## src/rtl/wdt_pkg.sv

```systemverilog
package wdt_pkg;

    // What the counter does on the coming edge
    typedef enum logic [1:0] {
        ACT_HOLD  = 2'd0,
        ACT_CLEAR = 2'd1,
        ACT_STEP  = 2'd2
    } wdt_act_e;

endpackage

```

## src/rtl/wdt_ctrl_arb.sv

```systemverilog
module wdt_ctrl_arb
    import wdt_pkg::*;
(
    input  logic     running_i,
    input  logic     arm_i,
    input  logic     disarm_i,
    input  logic     kick_i,
    input  logic     tick_i,
    input  logic     halt_i,
    output logic     run_next_o,
    output wdt_act_e act_o
);

    always_comb begin
        // disable outranks enable
        if (disarm_i)      run_next_o = 1'b0;
        else if (arm_i)    run_next_o = 1'b1;
        else               run_next_o = running_i;

        // disable, then restart, then a qualified tick
        if (disarm_i)                               act_o = ACT_CLEAR;
        else if (running_i && kick_i)               act_o = ACT_CLEAR;
        else if (running_i && tick_i && !halt_i)    act_o = ACT_STEP;
        else                                        act_o = ACT_HOLD;
    end

endmodule

```

## src/rtl/wdt_match.sv

```systemverilog
module wdt_match #(
    parameter int W      = 11,
    parameter int THRESH = 1792
) (
    input  logic [W:0] val_i,
    output logic       hit_o
);

    assign hit_o = (val_i == (W+1)'(THRESH));

endmodule

```

## src/rtl/wdt_early_warn.sv

```systemverilog
module wdt_early_warn
    import wdt_pkg::*;
#(
    parameter int WARN_TICKS   = 1792,
    parameter int EXPIRE_TICKS = 2048,
    localparam int CNT_W       = $clog2(EXPIRE_TICKS)
) (
    input  logic             clk_i,
    input  logic             rst_ni,
    input  logic             tick_i,
    input  logic             arm_i,
    input  logic             disarm_i,
    input  logic             kick_i,
    input  logic             dbg_halt_i,
    output logic             nmi_pulse_o,
    output logic             rst_req_o,
    output logic [CNT_W-1:0] count_o
);

    typedef struct packed {
        logic             running;
        logic [CNT_W-1:0] count;
        logic             warn;
        logic             bark;
    } wdt_state_t;

    wdt_state_t st_d, st_q;
    wdt_act_e   act;
    logic       run_next;
    logic [CNT_W:0] inc;
    logic       hit_warn, hit_exp;

    assign inc = {1'b0, st_q.count} + (CNT_W+1)'(1);

    wdt_ctrl_arb u_arb (
        .running_i  (st_q.running),
        .arm_i      (arm_i),
        .disarm_i   (disarm_i),
        .kick_i     (kick_i),
        .tick_i     (tick_i),
        .halt_i     (dbg_halt_i),
        .run_next_o (run_next),
        .act_o      (act)
    );

    wdt_match #(.W(CNT_W), .THRESH(WARN_TICKS)) u_warn_cmp (
        .val_i (inc),
        .hit_o (hit_warn)
    );

    wdt_match #(.W(CNT_W), .THRESH(EXPIRE_TICKS)) u_exp_cmp (
        .val_i (inc),
        .hit_o (hit_exp)
    );

    always_comb begin
        st_d         = st_q;
        st_d.running = run_next;
        st_d.warn    = 1'b0;
        st_d.bark    = 1'b0;
        unique case (act)
            ACT_CLEAR: st_d.count = '0;
            ACT_STEP: begin
                if (hit_exp) begin
                    st_d.count = '0;
                    st_d.bark  = 1'b1;
                end else begin
                    st_d.count = inc[CNT_W-1:0];
                    st_d.warn  = hit_warn;
                end
            end
            default: ;
        endcase
    end

    always_ff @(posedge clk_i or negedge rst_ni) begin
        if (!rst_ni) st_q <= '0;
        else         st_q <= st_d;
    end

    assign nmi_pulse_o = st_q.warn;
    assign rst_req_o   = st_q.bark;
    assign count_o     = st_q.count;

endmodule

```

## config.mk

```make
export PLATFORM = sky130hd
export DESIGN_NAME = wdt_early_warn
export DESIGN_NICKNAME = d
export VERILOG_FILES = /design/src/rtl/wdt_pkg.sv /design/src/rtl/wdt_ctrl_arb.sv /design/src/rtl/wdt_match.sv /design/src/rtl/wdt_early_warn.sv
export SDC_FILE = /design/constraint.sdc
export NUM_CORES = 1
export LEC_CHECK = 0
export ABC_AREA = 1
export BUFFER_PORTS_ARGS = -buffer_cell sky130_fd_sc_hd__buf_2
export CAP_MARGIN = 20
export CORE_MARGIN = 2
export CORE_UTILIZATION = 35
export CTS_BUF_LIST = sky130_fd_sc_hd__clkbuf_4 sky130_fd_sc_hd__clkbuf_8 sky130_fd_sc_hd__clkbuf_16
export CTS_CLUSTER_SIZE = 16
export DETAILED_ROUTE_END_ITERATION = 8
export HOLD_SLACK_MARGIN = 0.05
export SLEW_MARGIN = 20
export SYNTH_ARGS = -nofsm -noshare
export SYNTH_HDL_FRONTEND = slang
export SYNTH_SLANG_ARGS = --single-unit
```

## constraint.sdc

```tcl
create_clock -name clk_i -period 3.6 [get_ports clk_i]
set_input_delay 0.18 -clock clk_i [delete_from_list [all_inputs] [get_ports clk_i]]
set_output_delay 0.18 -clock clk_i [all_outputs]
set_load 0.1 [all_outputs]
```

==> reports/qor.log <==
qor: timing.period_share 0.510
qor: cells_and_area.layout.cells.most_common nand2_1
qor: critical_path.path_max_fanout 9
qor: global_route.largest_net_degree_at_the_start_of_global_routing 15
qor: cells_and_area.area.growth.synth_to_final 21.5%
qor: timing.finalCriticalPeriod 1840 ps
qor: logic_synthesis.synth.distinct_cells 20
qor: cells_and_area.post_route_cells_drive_above_1_share 0.259
qor: status.status completed
qor: floorplan.std_cell_rows 17
qor: placement.buffer_ports.inserted 19
qor: timing.hold_violations 0
qor: placement.place_congestion 0.793
qor: clock_network.clock_sink_count 14
qor: routing.first_iter_violations 12
qor: routing.detailroute.via_count 769
qor: global_route.gr-usage-all-layers 0.151
qor: power_and_ir_drop.p_sw 0.0682 mW
qor: cells_and_area.layout_common_cells 36 x nand2_1, 19 x buf_2, 14 x dfrtp_1
qor: floorplan.core_region_area 2210 sq um
qor: floorplan.dieArea 2740 sq um
qor: cells_and_area.finish.net_count 145
qor: logic_synthesis.ys_ff_latch 14
qor: power_and_ir_drop.seqPwrFrac 0.542
qor: power_and_ir_drop.power.density 294 nW/um^2
qor: logic_synthesis.postSynthCellCount 111
qor: clock_network.clkLatencyLatePin 290 ps
qor: critical_path.crit_arrival 2060 ps
qor: critical_path.cp_data_required_time 3820 ps
qor: floorplan.chipWidth 52.4 microns
qor: power_and_ir_drop.share_comb_of_total_power 0.055
qor: critical_path.critical_path_capture_point_type register
qor: clock_network.cts.root.buffer_cell clkbuf_4
qor: timing.timing.final.setup_violations 0
qor: cells_and_area.layout.core_utilization 0.450
qor: routing.remaining_drc_errors 0
qor: power_and_ir_drop.leakagePower 0.514 nW
qor: logic_synthesis.synth-seq-area-share 0.427
qor: clock_network.tritoncts.num_buffers 3
qor: logic_synthesis.yosysWarnings 0
qor: timing.max_slew_violations 0
qor: logic_synthesis.netlist_area 820 sq um
qor: floorplan.pin_count 20
qor: clock_network.cts_buffer_depth 2
qor: timing.final.setup_skew 1.67 ps
qor: power_and_ir_drop.p_sw_frac 0.233
qor: timing.maxClockFrequency 545 MHz
qor: global_route.grt_pass1_vias 676
qor: power_and_ir_drop.power.internal 0.225 mW
qor: logic_synthesis.synth_top_cells_by_area dfrtp_1 43%, nand2_1 16%, inv_1 5.5%, nor2_1 5.5%, nand3_1 4.3%
qor: power_and_ir_drop.max-vdd-ir-drop 0.000177 V
qor: routing.drtPass1Iterations 4
qor: logic_synthesis.postSynthAreaPerCell 7.38 sq um
qor: routing.routed_wirelength 1.76 mm
qor: global_route.antenna_violations_before_repair 0
qor: logic_synthesis.post-synth-top-area-cell dfrtp_1
qor: routing.drtAntennaViolNets 0
qor: floorplan.floorplan_die_height 52.4 microns
qor: critical_path.startpoint_type register
qor: critical_path.timing_worst_setup_path_type register to register
qor: floorplan.floorplan.initialDensity 0.370
qor: logic_synthesis.synth_top_cell_area_share 0.427
qor: clock_network.ctsResizeCount 0
qor: logic_synthesis.number_of_nets_in_the_synthesized_netlist 120
qor: clock_network.clock_tree.htree_level_count 1
qor: routing.avgRoutedWirePerCell 10.8 microns
qor: clock_network.post_cts_buffers 0
qor: timing.tns 0 ps
qor: cells_and_area.antennaDiodeCount 0
qor: global_route.grt_first_pass_wirelength 2.96 mm
qor: cells_and_area.layout.filler_cells 227
qor: flow_run.max-cap-violations 0
qor: hold_path.hold_path.class input pin to register
qor: timing.rsz0062_at_grt no
qor: clock_network.tritoncts built
qor: timing.worst_relative_slew_slack 0.679
qor: timing.worst_slew_pin_slew 485 ps
qor: placement.place.detailed.hpwl 1.38 mm
qor: clock_network.path_clk_slew 90 ps
qor: power_and_ir_drop.power_frac_clock 0.403
qor: routing.via_per_instance_ratio 4.72
qor: global_route.globalRoute.totalOverflow 0
## power by group through the flow
stage | clock network, mW | logic [mW] | registers (mW)
CTS | 0.121 | 0.0168 | 0.159
global route | 0.130 | 0.0186 | 0.159
floorplan | 0 | 0.00600 | 0.163
finish | 0.118 | 0.0161 | 0.159
detailed placement | 0 | 0.0159 | 0.162
global placement | 0 | 0.0151 | 0.162
## state kept, by name, indices dropped and copies added (netlist names)
signal and flops:
st_q 1, rst_req_o 1, count_o 11, nmi_pulse_o 1
## area by class of cell
class                   instances  area [sq um]  share of cell area
multi-input cells              82           413               0.415
inverters                      15          56.3              0.0565
well taps                      28          35.0              0.0352
repair buffers                 20           105               0.106
clock buffers                   4          36.3              0.0364
flip-flops and latches         14           350               0.352
## cell families (layout without fill, tap and decap cells)
| kind of cell | Yosys count | count (layout) | synth area share |
|---|---|---|---|
| buffers and inverters | 15 | 39 | 0.0687 |
| adder cells (fa/ha/maj) | 2 | 2 | 0.0305 |
| AND/OR/NAND/NOR | 66 | 66 | 0.369 |
| XOR/XNOR | 1 | 1 | 0.0107 |
| AO/OA/AOI/OAI | 13 | 13 | 0.0931 |
| flip-flops | 14 | 14 | 0.427 |
## worst max-delay path, stage by stage, from the launching register on
cell	delay [ps]
dfrtp_1	400
nand2_1	70
inv_1	40
nor4_1	180
ha_1	330
inv_2	160
nand2_1	220
inv_1	180
nand2_1	70
o21ai_1	120
## Yosys cell counts, drive strengths merged
cell / instances
o22ai: 5
xor2: 1
o31ai: 1
nand2: 39
nand3: 9
o21bai: 1
dfrtp: 14
nor2: 16
nor4: 1
inv: 15
ha: 2
nor3b: 1
o21ai: 6
## stage by stage
step | setup WS [ps] | hold WS, ps | instance area (sq um) | cells | total power, mW
after floorplan | 1560 | -116 | 820 | 111 | 0.169
after global placement | 1900 | 99.5 | 950 | 158 | 0.177
after detailed placement | 1780 | 108 | 950 | 158 | 0.178
after CTS | 1760 | 60.8 | 996 | 163 | 0.296
after global routing | 1580 | 53.3 | 996 | 163 | 0.307
final | 1760 | 63.7 | 996 | 163 | 0.293
## per-layer routing
metal / track usage / vias to the layer above / part of all wire
met1: 0.203 / 344 / 0.47
met4: 0.103 / 0 / 0.026
met3: 0.0257 / 5 / 0.046
met2: 0.219 / 19 / 0.46
met5: 0 / - / 0
li1: - / 401 / -
## path summary, 6_finish.rpt
check                          from          to  slack (ps)  cells past startpoint
min                        disarm_i    st_q[13]          60                      2
min in group asynchronous    rst_ni  count_o[2]         310                      2
max reg2reg                st_q[13]  count_o[1]        1760                      9
max in group asynchronous    rst_ni  count_o[6]        3050                      2
max                        st_q[13]  count_o[1]        1760                      9
min reg2reg                st_q[13]    st_q[13]         530                      2
## timing repair
action	in CTS	in global routing
hold endpoints to repair	14	0
hold buffers	1	0
endpoints found under the setup margin	0	0
(Power assumes the default switching activity.)
